<file path="src/rtl/pcap_pkg.sv">
package pcap_pkg;
  typedef enum logic [1:0] {
    SRC_FAST   = 2'b00,
    SRC_HALF   = 2'b01,
    SRC_PACER  = 2'b10,
    SRC_STROBE = 2'b11
  } src_mode_t;
endpackage

</file>
<file path="src/rtl/pcap_rate_gen.sv">
module pcap_rate_gen #(
  parameter int CW = 16
) (
  input  logic          clk,
  input  logic          rst_n,
  input  logic          run,
  input  logic          pacer_sel,
  input  logic [CW-1:0] div,
  output logic          tick_fast,
  output logic          tick_half,
  output logic          tick_pacer
);
  localparam logic [CW-1:0] MIN_DIV = CW'(2);

  logic [1:0]    pre_q, pre_d;
  logic [CW-1:0] cnt_q, cnt_d;
  logic [CW-1:0] reload;

  always_comb begin
    reload = ((div < MIN_DIV) ? MIN_DIV : div) - CW'(1);
    pre_d  = run ? pre_q + 2'd1 : 2'd0;
    if (!run || cnt_q == '0) cnt_d = reload;
    else                     cnt_d = cnt_q - CW'(1);
  end

  always_ff @(posedge clk or negedge rst_n) begin
    if (!rst_n) begin
      pre_q <= '0;
      cnt_q <= '0;
    end else begin
      pre_q <= pre_d;
      cnt_q <= cnt_d;
    end
  end

  assign tick_fast  = run && pre_q[0];
  assign tick_half  = run && (pre_q == 2'd3);
  assign tick_pacer = run && (cnt_q == '0);

  assert_idle_no_tick_R10: assert property (@(posedge clk) disable iff (!rst_n)
    !run |-> !(tick_fast || tick_half || tick_pacer));
  assert_pacer_spacing_R4: assert property (@(posedge clk) disable iff (!rst_n)
    (tick_pacer && pacer_sel) |=> !tick_pacer);
endmodule

</file>
<file path="src/rtl/pcap_req_sync.sv">
module pcap_req_sync #(
  parameter int STAGES = 2
) (
  input  logic clk,
  input  logic rst_n,
  input  logic req_in,
  output logic rise_o
);
  logic [STAGES:0] sh_q, sh_d;

  always_comb sh_d = {sh_q[STAGES-1:0], req_in};

  always_ff @(posedge clk or negedge rst_n) begin
    if (!rst_n) sh_q <= '0;
    else        sh_q <= sh_d;
  end

  assign rise_o = sh_q[STAGES-1] && !sh_q[STAGES];

  assert_one_edge_R5: assert property (@(posedge clk) disable iff (!rst_n)
    rise_o |=> !rise_o);
endmodule

</file>
<file path="src/rtl/pcap_fifo.sv">
module pcap_fifo #(
  parameter int DW    = 16,
  parameter int DEPTH = 16
) (
  input  logic                       clk,
  input  logic                       rst_n,
  input  logic                       wr_en,
  input  logic [DW-1:0]              wr_data,
  input  logic                       rd_en,
  output logic [DW-1:0]              rd_data,
  output logic [$clog2(DEPTH+1)-1:0] level,
  output logic                       overrun
);
  localparam int AW = (DEPTH > 1) ? $clog2(DEPTH) : 1;
  localparam int LW = $clog2(DEPTH + 1);
  localparam logic [AW-1:0] LAST = AW'(DEPTH - 1);

  logic [DW-1:0] mem [DEPTH];
  logic [AW-1:0] wp_q, wp_d, rp_q, rp_d;
  logic [LW-1:0] cnt_q, cnt_d;
  logic          ovr_q, ovr_d;
  logic          full, do_wr, do_rd;

  always_comb begin
    full  = (cnt_q == LW'(DEPTH));
    do_wr = wr_en && !full;
    do_rd = rd_en && (cnt_q != '0);
    wp_d  = do_wr ? ((wp_q == LAST) ? '0 : wp_q + AW'(1)) : wp_q;
    rp_d  = do_rd ? ((rp_q == LAST) ? '0 : rp_q + AW'(1)) : rp_q;
    cnt_d = cnt_q + LW'(do_wr) - LW'(do_rd);
    ovr_d = ovr_q || (wr_en && full);
  end

  always_ff @(posedge clk or negedge rst_n) begin
    if (!rst_n) begin
      wp_q  <= '0;
      rp_q  <= '0;
      cnt_q <= '0;
      ovr_q <= 1'b0;
    end else begin
      wp_q  <= wp_d;
      rp_q  <= rp_d;
      cnt_q <= cnt_d;
      ovr_q <= ovr_d;
    end
  end

  always_ff @(posedge clk) begin
    if (do_wr) mem[wp_q] <= wr_data;
  end

  assign rd_data = mem[rp_q];
  assign level   = cnt_q;
  assign overrun = ovr_q;

  assert_no_overflow_R7: assert property (@(posedge clk) disable iff (!rst_n)
    cnt_q <= LW'(DEPTH));
  assert_overrun_sticky_R7: assert property (@(posedge clk) disable iff (!rst_n)
    ovr_q |=> ovr_q);
  assert_full_holds_R7: assert property (@(posedge clk) disable iff (!rst_n)
    (full && !rd_en) |=> (cnt_q == LW'(DEPTH)));
endmodule

</file>
<file path="src/rtl/paced_capture.sv">
module paced_capture #(
  parameter int DW    = 16,
  parameter int DEPTH = 16,
  parameter int CW    = 16,
  parameter int LW    = $clog2(DEPTH + 1)
) (
  input  logic          clk,
  input  logic          rst_n,
  input  logic          cap_en,
  input  logic [1:0]    mode_sel,
  input  logic [CW-1:0] pace_div,
  input  logic [LW-1:0] afull_lvl,
  input  logic [DW-1:0] din,
  input  logic          req_in,
  output logic          ack_out,
  input  logic          rd_en,
  output logic [DW-1:0] rd_data,
  output logic          empty,
  output logic [LW-1:0] level,
  output logic          overrun
);
  import pcap_pkg::*;

  logic [1:0] rst_sync_q;
  logic       rst_int_n;
  src_mode_t  mode_q, mode_d;
  logic       t_fast, t_half, t_pacer, req_rise;
  logic       sample;

  always_ff @(posedge clk or negedge rst_n) begin
    if (!rst_n) rst_sync_q <= 2'b00;
    else        rst_sync_q <= {rst_sync_q[0], 1'b1};
  end
  assign rst_int_n = rst_sync_q[1];

  always_comb mode_d = cap_en ? mode_q : src_mode_t'(mode_sel);

  always_ff @(posedge clk or negedge rst_int_n) begin
    if (!rst_int_n) mode_q <= SRC_FAST;
    else            mode_q <= mode_d;
  end

  pcap_rate_gen #(.CW(CW)) u_rate (
    .clk(clk), .rst_n(rst_int_n), .run(cap_en),
    .pacer_sel(mode_q == SRC_PACER), .div(pace_div),
    .tick_fast(t_fast), .tick_half(t_half), .tick_pacer(t_pacer)
  );

  pcap_req_sync #(.STAGES(2)) u_req (
    .clk(clk), .rst_n(rst_int_n), .req_in(req_in), .rise_o(req_rise)
  );

  always_comb begin
    unique case (mode_q)
      SRC_FAST:   sample = t_fast;
      SRC_HALF:   sample = t_half;
      SRC_PACER:  sample = t_pacer;
      SRC_STROBE: sample = cap_en && req_rise;
      default:    sample = 1'b0;
    endcase
  end

  pcap_fifo #(.DW(DW), .DEPTH(DEPTH)) u_fifo (
    .clk(clk), .rst_n(rst_int_n), .wr_en(sample), .wr_data(din),
    .rd_en(rd_en), .rd_data(rd_data), .level(level), .overrun(overrun)
  );

  assign empty   = (level == '0);
  assign ack_out = (level < afull_lvl);

  assert_mode_hold_R8: assert property (@(posedge clk) disable iff (!rst_int_n)
    (cap_en && $past(cap_en)) |-> $stable(mode_q));
  assert_no_write_idle_R10: assert property (@(posedge clk) disable iff (!rst_int_n)
    (!cap_en && !rd_en) |=> $stable(level));
  assert_ack_full_R6: assert property (@(posedge clk) disable iff (!rst_int_n)
    (level >= afull_lvl) |-> !ack_out);
endmodule

</file>
<file path="config.mk">
export PLATFORM = sky130hd
export DESIGN_NAME = paced_capture
export DESIGN_NICKNAME = d
export VERILOG_FILES = /design/src/rtl/pcap_pkg.sv /design/src/rtl/pcap_rate_gen.sv /design/src/rtl/pcap_req_sync.sv /design/src/rtl/pcap_fifo.sv /design/src/rtl/paced_capture.sv
export SDC_FILE = /design/constraint.sdc
export NUM_CORES = 1
export LEC_CHECK = 0
export BUFFER_PORTS_ARGS = -buffer_cell sky130_fd_sc_hd__clkbuf_2
export CORE_UTILIZATION = 45
export DETAILED_ROUTE_END_ITERATION = 16
export HOLD_SLACK_MARGIN = 0.02
export PLACE_DENSITY = 0.72
export SLEW_MARGIN = 20
export SYNTH_ARGS = -nofsm -noshare
export SYNTH_HDL_FRONTEND = slang
export SYNTH_SLANG_ARGS = --single-unit
</file>
<file path="constraint.sdc">
create_clock -name clk -period 3.4 [get_ports clk]
set_clock_uncertainty 0.15 [all_clocks]
set_input_delay 1.02 -clock clk [delete_from_list [all_inputs] [get_ports clk]]
set_output_delay 1.02 -clock clk [all_outputs]
set_load 0.005 [all_outputs]
</file>
* Word level (Yosys, flattened, before mapping)
Memory sizes are Yosys's and may differ from the RTL's. Cells that the tools add are included.
Operators by class: add/sub/neg operators 7, multiply operators 0, divide/modulo/power cells 0, magnitude comparators 2, equality and inequality tests 7, shift operators 0, mux-type cells 8, bitwise operators 0, reductions and logical operators 17
Operators by type and width (number):
- 2-to-1 mux 16 bit | 2
- subtractor 16 x 1 -> 16 bit, second input constant | 2
- zero test 16 bit | 1
- < comparator 16 x 2 -> 1 bit, second input constant | 1
- adder 4 x 1 -> 4 bit, second input constant | 2
- == test 4 bit, second input constant | 2
- logical AND 1 bit | 8
- 2-to-1 mux 4 bit | 2
- == test 2 bit, second input constant | 3
- adder 5 x 1 -> 5 bit | 1
- == test 5 bit, second input constant | 1
- zero test 5 bit | 1
- < comparator 5 bit | 1
- nonzero test 5 bit | 1
- subtractor 5 x 1 -> 5 bit | 1
- case mux 1 bit (4 select lines) | 1
- zero test 1 bit | 3
- adder 2 x 1 -> 2 bit, second input constant | 1
- == test 2 x 1 -> 1 bit, second input constant | 1
- zero test 2 bit | 1
- logical OR 1 bit | 2
- 2-to-1 mux 1 bit | 2
- 2-to-1 mux 2 bit | 1
Storage, ports and cells: register bits 39, bits in latches 0, RAM bits 256, bits in read-only memories 0, output and inout port bits 24, memories 1
Memory list:
- u_fifo.mem | depth 16, bits a word 16, rd ports 1, clocked after memory_dff 0, write ports 1, RTL line pcap_fifo.sv:18 | logic [DW-1:0] mem [DEPTH];

* Longest topological paths before layout
Gate-level depths: netlist (run 1).
depth after elaboration 7, gate-level depth with buffers 13, gate-level depth less buffers 13

* By module
A second synthesis (run 1) with hierarchy kept.
Unflattened totals: cells, all modules 709, area total of the unflattened synthesis 12498.2 um2
By module, submodules not included:
- pcap_fifo | times used 1, cells each 525, area each 10726.5 um2
- pcap_rate_gen | times used 1, cells each 153, area each 1408.9 um2
- paced_capture | times used 1, cells each 27, area each 274.0 um2
- pcap_req_sync | times used 1, cells each 4, area each 88.8 um2

* Least setup slack after synthesis (run 1)
Ideal clock, no wire load.
path type input to register, from input pace_div[10], to register u_rate.cnt_q[12], data arrival time 3.955 ns, required time 3.124 ns, path slack -0.831 ns, stages on the path 11, cells stage by stage or4_1 > or2_2 > or4_1 > o311a_1 > a21oi_1 > ha_1 > nand2b_1 > or2_2 > a211oi_1 > xnor2_1 > mux2i_1
Between the ends: word-level cells in the longest chain between the ends 4
Ends and longest elaborated chain:
- start, declared | RTL line paced_capture.sv:11 | input logic [CW-1:0] pace_div,
- < comparator 16 x 2 -> 1 bit | RTL line pcap_rate_gen.sv:20 | reload = ((div < MIN_DIV) ? MIN_DIV : div) - CW'(1);
- 2-to-1 mux 16 bit * | RTL line pcap_rate_gen.sv:20
- subtractor 16 x 1 -> 16 bit * | RTL line pcap_rate_gen.sv:20
- 2-to-1 mux 16 bit * | RTL line pcap_rate_gen.sv:22 | if (!run || cnt_q == '0) cnt_d = reload;
- named net u_rate.cnt_d[12] | RTL line pcap_rate_gen.sv:16 | logic [CW-1:0] cnt_q, cnt_d;
- end signal, assigned | RTL line pcap_rate_gen.sv:32 | cnt_q <= cnt_d;
- end, declared | RTL line pcap_rate_gen.sv:16
The timed path passes the listed nets; every way through them passes the cells marked *. A chain may end at the register's enable or synchronous reset.

* Final worst setup path (run 1)
Ends and elaborated chain as after synthesis.

==> flow_summary.json, run 1 <==
{
  "final_cell_mix": "edfxtp_1 (256), buf_4 (68), clkbuf_2 (56)",
  "final-max-slew-violation-count": 0,
  "synth_warnings": 0,
  "clk_pin_slew_ns": 0.06,
  "wl_met2_mm": 14.8,
  "async_flop_share_pct": 13.2,
  "cap_violations": 0,
  "grtUsageTotal_pct": 20.6,
  "pin_count": 68,
  "path_class": "input pin to register",
  "syn_area_per_cell_um2": 16.6,
  "synth_ff_type": "edfxtp_1",
  "dr.pass1.iters": 5,
  "synth.yosys.seq_area_share_pct": 70.5,
  "synth_edf_count": 256,
  "cts_tree": "built",
  "timing.fmax_mhz": 278,
  "worst-slew-pin-transition_ns": 0.786,
  "routabilityCongestion": 0.826,
  "syn-num-nets": 804,
  "layoutNonFillerInstCount": 1273,
  "ys_ff_latch": 295,
  "grt_pass1_wl_mm": 43.8,
  "antenna_cells": 0,
  "drive_above_1_share_pct": 38.4,
  "drt-vias-per-instance": 5.74,
  "grt_pass1_vias": 7606,
  "initial_core_util_pct": 45.8,
  "synthCells": 742,
  "period_minus_slack_ns": 3.60,
  "grt.overflow.total": 0,
  "setup_viol": 22,
  "worst_ep_required_time_ns": 3.67,
  "worst_slack_ns": -0.201,
  "cts.sinks": 295,
  "slew_headroom_pct": 47.1,
  "die_w_um": 167,
  "vias": 7313,
  "cts_root_buf": "clkbuf_16",
  "cts_buffers": 29,
  "cp.arrival_ns": 3.87,
  "layout_commonest_cell": "edfxtp_1",
  "grt_max_degree": 38,
  "hold_ws_ns": 0.101,
  "layout.nets": 973,
  "htree_num_levels": 1,
  "dp_cells": 1188,
  "violations": "setup timing",
  "status": "complete, but fails checks",
  "cp-start-kind": "input pin",
  "p_per_area_mw_per_mm2": 756,
  "clk_latency_ns": 0.54,
  "critPathCaptureType": "register",
  "ir_worst_vdd_mv": 0.450,
  "yosys.cell_types.count": 51,
  "areaGrowthSynthToFinish_pct": 26.1,
  "die_h_um": 167,
  "place.detailed.hpwl_mm": 16.6,
  "critical_path.max_fanout": 5,
  "wl_met1_mm": 11.8,
  "wirelength_mm": 29.0,
  "rr_startpoint": "u_rate.cnt_q[9]",
  "p_leak_uw": 0.00556,
  "hp-class": "input pin to asynchronous set/reset pin",
  "rsz0062_at_grt": "true",
  "antenna_found_initial": 0,
  "num_rows": 60,
  "max-clock-path-buffers": 3,
  "post_drt_wl_per_cell_um": 22.8,
  "dr_wl_met3_mm": 1.62,
  "crit_path_start": "pace_div[10]",
  "period_share_pct": 106,
  "core_mm2": 0.0269,
  "die_area_mm2": 0.0280,
  "drt-initial-drc-count": 607,
  "synth_area_mm2": 0.0123,
  "hold_viol": 0,
  "final_cell_area_mm2": 0.0155,
  "routed.top_layer": "met4",
  "drc_errors": 0,
  "ant_nets": 0,
  "portBuffers": 67,
  "dpl-instance-area_mm2": 0.0137
}
cells in the mapped netlist (5+ instances only):
cell      instances  area share [%]
dfrtp_1          39             7.9
nand2_1          30            0.92
nor4_1            6            0.31
xnor2_1          17             1.2
and2_1           11            0.56
a22oi_1          17             1.0
mux4_2           32             5.9
and3_1            5            0.25
or2_2             6            0.31
a21oi_1          24            0.98
xor2_1            6            0.43
nor3_1            5            0.20
o21ai_0          44             1.8
a221oi_1         16             1.1
mux2i_1          60             4.9
inv_1            17            0.52
or4_1             6            0.37
mux2_2           19             1.7
buf_1             8            0.24
nand3_1           5            0.20
or3_1             9            0.46
edfxtp_1        256              63
clkbuf_1         21            0.64
ha_1             17             1.7
nor2_1           21            0.64
report_power, final:
group	switching, uW	total, uW	internal [uW]
logic	2180	4270	2090
clock network	1340	3130	1790
registers	171	4340	4170
flip-flops by register name, indices dropped and copies added (netlist names):
signal          flops
u_req.sh_q          3
u_fifo.overrun      1
u_fifo.mem        256
u_fifo.level        5
u_fifo.rp_q         4
mode_q              2
u_rate.pre_q        2
u_fifo.wp_q         4
rst_sync_q          2
u_rate.cnt_q       16
worst paths after layout:
check,depth (start not counted),end,slack (ns)
max in group asynchronous,1,u_fifo.rp_q[0],2.53
min,1,rst_sync_q[0],0.10
min in group clk,0,u_req.sh_q[1],0.20
max reg2reg,13,u_rate.cnt_q[8],-0.10
max,13,u_rate.cnt_q[12],-0.20
min reg2reg,1,u_rate.cnt_q[13],0.15
worst max-delay path: stages:
cell	delay, ns
buf_6	0.09
or4_4	0.52
or2_4	0.25
or4_4	0.48
o311a_1	0.31
a21oi_2	0.14
ha_2	0.24
nand2b_1	0.10
nor2_1	0.12
o21ai_2	0.12
a211oi_2	0.25
xnor2_1	0.14
mux2i_1	0.08
cell families (layout without fill, tap and decap cells):
group / Yosys count / after routing / share of synthesized area [%]
buf+inv: 52 / 242 / 1.69
fa+ha+maj: 18 / 18 / 1.89
mux: 111 / 111 / 12.5
compound gates: 127 / 127 / 6.84
xor+xnor: 23 / 23 / 1.64
other cells: 1 / 1 / 0.0305
simple gates: 115 / 115 / 4.98
flops: 295 / 295 / 70.5
metal layers:
metal / track usage (%) / up-vias
met1: 26.9 / 3737
met4: 7.10 / 0
met5: 0 / -
li1: - / 3275
met2: 35.6 / 248
met3: 2.69 / 53
per-stage QoR:
step	setup TNS [ns]	utilization (%)	setup slack (ns)	total power (uW)
detailed placement	-4.80	51.0	-0.815	7550
floorplan	-3.18	-	-0.630	6350
finish	-2.85	57.7	-0.201	11700
CTS	-2.70	56.5	-0.214	11400
global placement	-4.16	51.0	-0.718	7480
global route	-4.40	57.7	-0.312	12200
final cells by class:
type | count | area, um2
Timing Repair Buffer | 173 | 1600
Clock inverter | 19 | 181
Inverter | 17 | 63.8
Clock buffer | 33 | 741
Sequential cell | 295 | 8670
Multi-Input combinational cell | 395 | 3820
Fill cell | 1998 | 11400
Tap cell | 341 | 427
repair_timing:
item | CTS | global route
hold buffers | 0 | 0
pin swaps | 27 | 44
gates cloned | 6 | 4
setup endpoints to repair | 22 | 58
setup buffers | 20 | 9
resized for setup | 58 | 90
hold endpoints to repair | 0 | 0
Power figures use the tool's default switching activity.
==> run 2, diff against run 1 <==
Settings changed: CORE_UTILIZATION 45 to 35, PLACE_DENSITY 0.72 to 0.61.
==> run 2 against run 1 <==
  * The run still ends with setup timing left
  * Sequential cell count unchanged
  * Sequential share of layout area rose by 0.40 points
  * Routed wire length shrank 2.6%
  * Final cell count grew 8.5%
  * Maximum frequency increased by 0.54%
  * Total power fell by 3.9%
  * Cell area shrank 0.72%
  * First-iteration DRC count fell by 13%
  * Combinational power shrank 13%
==> flow_summary.json, run 2 (synthesis results as in run 1) <==
{
  "cts.sinks": 295,
  "ant_nets": 0,
  "cts_root_buf": "clkbuf_16",
  "vias": 7054,
  "num_rows": 68,
  "slew_headroom_pct": 52.3,
  "largest-register": "u_fifo.mem",
  "grtUsageTotal_pct": 15.7,
  "p_leak_uw": 0.00552,
  "critical_path_buf_inv_count": 4,
  "cts_buffers": 29,
  "setup_viol": 21,
  "htree_num_levels": 1,
  "worst_slack_ns": -0.181,
  "worst-slew-pin-transition_ns": 0.715,
  "cp-start-kind": "register",
  "core_mm2": 0.0345,
  "period_share_pct": 105,
  "path_class": "register to output port",
  "place.detailed.hpwl_mm": 17.6,
  "rrSetupSlack_ns": -0.06,
  "dr.pass1.iters": 7,
  "nFillCells": 3036,
  "cp.arrival_ns": 2.41,
  "final-max-slew-violation-count": 0,
  "portBuffers": 67,
  "period_minus_slack_ns": 3.58,
  "routabilityCongestion": 0.781,
  "cap_violations": 0,
  "rsz0062_at_grt": "true",
  "cts_tree": "built",
  "hp-class": "input pin to asynchronous set/reset pin",
  "die_h_um": 189,
  "drt-initial-drc-count": 527,
  "largest_reg_flops": 256,
  "grt_max_degree": 36,
  "path_delay_family": "flip-flops",
  "timing.fmax_mhz": 279,
  "post_drt_wl_per_cell_um": 20.4,
  "crit_slowest_cell": "dfrtp_4",
  "die_w_um": 189,
  "layout.nets": 970,
  "drive_above_1_share_pct": 35.2,
  "slowest_delay_ns": 0.54,
  "pre_cts_ws_ns": -0.821,
  "clk_pin_slew_ns": 0.06,
  "max-clock-path-buffers": 3,
  "p_per_area_mw_per_mm2": 732,
  "grt.overflow.total": 0,
  "antenna_found_initial": 0,
  "die_area_mm2": 0.0359,
  "post-route-util_pct": 44.6,
  "critPathCaptureType": "output port",
  "final_cell_mix": "edfxtp_1 (256), buf_4 (73), clkbuf_2 (65)",
  "violations": "setup timing",
  "status": "complete, but fails checks",
  "grt_pass1_wl_mm": 42.9,
  "areaGrowthSynthToFinish_pct": 25.2,
  "initial_core_util_pct": 35.6,
  "drt-vias-per-instance": 5.11,
  "wirelength_mm": 28.2,
  "clk_latency_ns": 0.55,
  "layout_commonest_cell": "edfxtp_1",
  "grt_pass1_vias": 7239,
  "ir_worst_vdd_mv": 0.413,
  "path_cells": "buf_16, buf_12, buf_6, mux4_2, a22oi_1, nand2_1, clkbuf_2",
  "drc_errors": 0,
  "hold_viol": 0,
  "pin_count": 68,
  "hold_buffers": 0,
  "critical_path.max_fanout": 8,
  "worst_ep_required_time_ns": 2.23,
  "antenna_cells": 0
}
-- run 2: cell types whose count changed in the layout (fill, tap and decap cells not counted), moves of 6 or more --
cell      delta
a21oi_2      -6
o21ai_0     +15
a21oi_1      +6
a22oi_2      -7
o21ai_1      -9
mux2i_2      -8
clkbuf_2     +9
a22oi_1      +7
mux2i_1     +11
o21ai_2      -7
buf_2        -8
-- run 2: repair_timing --
action | CTS | global route
endpoints found under the setup margin | 22 | 30
gates cloned | 3 | 1
resized for setup | 35 | 41
buffers inserted | 10 | 10
pin swaps | 17 | 27
-- run 2: final cells by class --
| class | count | area (um2) | share of cell area, % |
|---|---|---|---|
| tap | 455 | 569 | 3.70 |
| clock buffer | 31 | 733 | 4.76 |
| sequential | 295 | 8670 | 56.3 |
| timing repair buffer | 170 | 1460 | 9.49 |
| multi-input combinational | 395 | 3700 | 24.0 |
| clock inverter | 18 | 200 | 1.30 |
| inverter | 17 | 63.8 | 0.415 |
-- run 2: worst register-to-register path, cell delays in order, from the launching register on --
cell,delay (ns)
dfrtp_1,0.37
or4_4,0.54
or4_4,0.57
o21ai_2,0.16
inv_1,0.07
or3_1,0.35
o21ai_1,0.15
ha_4,0.21
nand2b_4,0.06
or2_4,0.24
a211oi_2,0.23
xnor2_1,0.14
mux2i_1,0.09
-- run 2: worst paths after layout --
| path | start | endpoint | depth (start not counted) |
|---|---|---|---|
| min in group clk | u_req.sh_q[0] | u_req.sh_q[1] | 0 |
| max in group asynchronous | rst_sync_q[1] | u_fifo.rp_q[0] | 1 |
| hold reg to reg | rst_sync_q[1] | u_rate.cnt_q[13] | 0 |
| hold / removal | rst_n | rst_sync_q[1] | 1 |
| setup / recovery | u_fifo.rp_q[0] | rd_data[11] | 7 |
| setup reg to reg | u_rate.cnt_q[9] | u_rate.cnt_q[12] | 12 |
-- run 2: per-stage QoR --
stage	hold WS (ns)	total power [uW]	instances	setup TNS, ns	instance area [um2]
4_1_cts	0.0719	11200	1372	-3.32	15200
3_3_place_gp	0.162	7550	1310	-4.53	13900
2_1_floorplan	0.181	6350	742	-3.18	12300
3_5_place_dp	0.160	7580	1310	-4.87	13900
6_report	0.0860	11300	1381	-2.38	15400
5_1_grt	0.0736	11800	1381	-4.43	15400
-- run 2: routing by layer --
layer  global-route usage, %  wire length (um)
met1                    20.6             12500
met2                    27.4             14400
met3                    2.39              1000
met4                    3.35               318
met5                       0                 0
-- run 2: where the power goes --
part	leakage [uW]	switching (uW)	total (uW)	internal [uW]
Sequential	0.00276	193	4360	4160
Clock	0.000453	1350	3200	1860
Combinational	0.00231	1910	3720	1810
Total	0.00552	3450	11300	7830
==> run 3, diff against run 2 <==
Settings changed: MAX_ROUTING_LAYER set to met4.
==> run 3 against run 2 <==
  * The run still ends with setup timing left
  * Combinational power hardly changed
  * Total power is essentially flat
  * First-iteration DRC count grew 0.57%
  * Worst hold slack improved by 0.0016 ns
  * Via count down 0.31%
  * Count of clock-buffer cells in the layout unchanged
  * Maximum frequency increased by 0.25%
==> flow_summary.json, run 3 (synthesis results as in run 1) <==
{
  "slew_headroom_pct": 51.7,
  "ant_nets": 0,
  "hold_viol": 0,
  "htree_num_levels": 1,
  "path_cells": "buf_16, buf_12, buf_6, mux4_2, a22oi_1, nand2_1, clkbuf_2",
  "rr_startpoint": "u_rate.cnt_q[9]",
  "path_delay_family": "flip-flops",
  "hp-class": "input pin to asynchronous set/reset pin",
  "final_cell_mix": "edfxtp_1 (256), buf_4 (73), clkbuf_2 (65)",
  "drc_errors": 0,
  "cap_violations": 0,
  "pin_count": 68,
  "cts_tree": "built",
  "clk_latency_ns": 0.55,
  "critical_path.max_fanout": 8,
  "regToRegEndpoint": "u_rate.cnt_q[12]",
  "cp-start-kind": "register",
  "period_minus_slack_ns": 3.57,
  "max-clock-path-buffers": 3,
  "grt_pass1_vias": 7237,
  "ir_worst_vdd_mv": 0.411,
  "final-max-slew-violation-count": 0,
  "setup_viol": 21,
  "routabilityCongestion": 0.792,
  "areaGrowthSynthToFinish_pct": 25.2,
  "status": "complete, but fails checks",
  "reg2reg_depth": 12,
  "critical_path_buf_inv_count": 4,
  "grt.overflow.total": 0,
  "grtUsageTotal_pct": 16.2,
  "wirelength_mm": 28.1,
  "num_rows": 68,
  "antenna_found_initial": 0,
  "cts_buffers": 29,
  "drive_above_1_share_pct": 35.3,
  "crit_slowest_cell": "dfrtp_4",
  "drt-vias-per-instance": 5.09,
  "worst_slack_ns": -0.173,
  "p_leak_uw": 0.00553,
  "critPathCaptureType": "output port",
  "nFillCells": 3035,
  "power_uw": 11300,
  "core_mm2": 0.0345,
  "path_class": "register to output port",
  "largest-register": "u_fifo.mem",
  "layout_commonest_cell": "edfxtp_1",
  "die_area_mm2": 0.0359,
  "period_share_pct": 105,
  "dr.pass1.iters": 7,
  "cts_root_buf": "clkbuf_16",
  "clk_pin_slew_ns": 0.06,
  "die_h_um": 189,
  "crit_path_start": "u_fifo.rp_q[0]",
  "grt_pass1_wl_mm": 43.0,
  "layout.nets": 970,
  "portBuffers": 67,
  "post_drt_wl_per_cell_um": 20.4,
  "drt-initial-drc-count": 530,
  "rsz0062_at_grt": "true",
  "timing.fmax_mhz": 280,
  "antenna_cells": 0,
  "vias": 7032,
  "cts.sinks": 295,
  "p_per_area_mw_per_mm2": 732,
  "initial_core_util_pct": 35.6,
  "worst_ep_required_time_ns": 2.23,
  "violations": "setup timing",
  "worst-slew-pin-transition_ns": 0.724,
  "cp.arrival_ns": 2.40,
  "hold_ws_ns": 0.0876,
  "rrSetupSlack_ns": -0.05,
  "grt_max_degree": 36,
  "die_w_um": 189,
  "slowest_delay_ns": 0.57,
  "place.detailed.hpwl_mm": 17.6,
  "largest_reg_flops": 256
}
## run 3: changes by cell type in the layout (fill, tap and decap cells not counted)
cell      change
a221oi_1      -1
a221oi_2      +1
o21ai_0       -1
o21ai_1       +1
## run 3: worst max path at each step
stage	depth (start not counted)	slack, ns	end
floorplan	12	-0.63	u_rate.cnt_q[12]
global placement	13	-0.77	u_rate.cnt_q[12]
detailed placement	13	-0.82	u_rate.cnt_q[12]
CTS	8	-0.22	rd_data[3]
global route	8	-0.27	rd_data[0]
finish	7	-0.17	rd_data[11]
## run 3: cell type report
class	count	area [um2]	share of cell area (%)
flip-flops and latches	295	8670	56.3
well taps	455	569	3.70
inverters	17	63.8	0.414
clock buffers	31	733	4.76
clock inverters	18	200	1.30
multi-input cells	395	3710	24.1
repair buffers	170	1460	9.48
## run 3: what timing repair did
action | in CTS | in global routing
gates cloned | 3 | 1
setup buffers | 10 | 10
resized for setup | 35 | 43
pin swaps | 17 | 26
setup endpoints to repair | 22 | 30
hold buffers | 0 | 0
## run 3: metrics by stage
step	instance area, um2	util, %	std cells	setup WS [ns]	setup TNS [ns]
6_report	15400	44.6	1381	-0.173	-2.20
5_1_grt	15400	44.6	1381	-0.271	-4.34
4_1_cts	15200	44.0	1372	-0.222	-3.32
3_5_place_dp	13900	40.2	1310	-0.821	-4.87
3_3_place_gp	13900	40.2	1310	-0.773	-4.53
2_1_floorplan	12300	-	742	-0.630	-3.18
## run 3: where the power goes
group	switching, uW	internal (uW)	leakage, uW
clock network	1340	1850	0.000453
logic	1910	1810	0.00231
registers	190	4160	0.00276
## run 3: layer usage
metal	vias to the layer above	wire length, um	GRT usage, %
met5	-	0	-
met2	143	14400	27.4
li1	3262	-	-
met4	0	296	3.35
met1	3603	12300	20.7
met3	24	1160	2.35
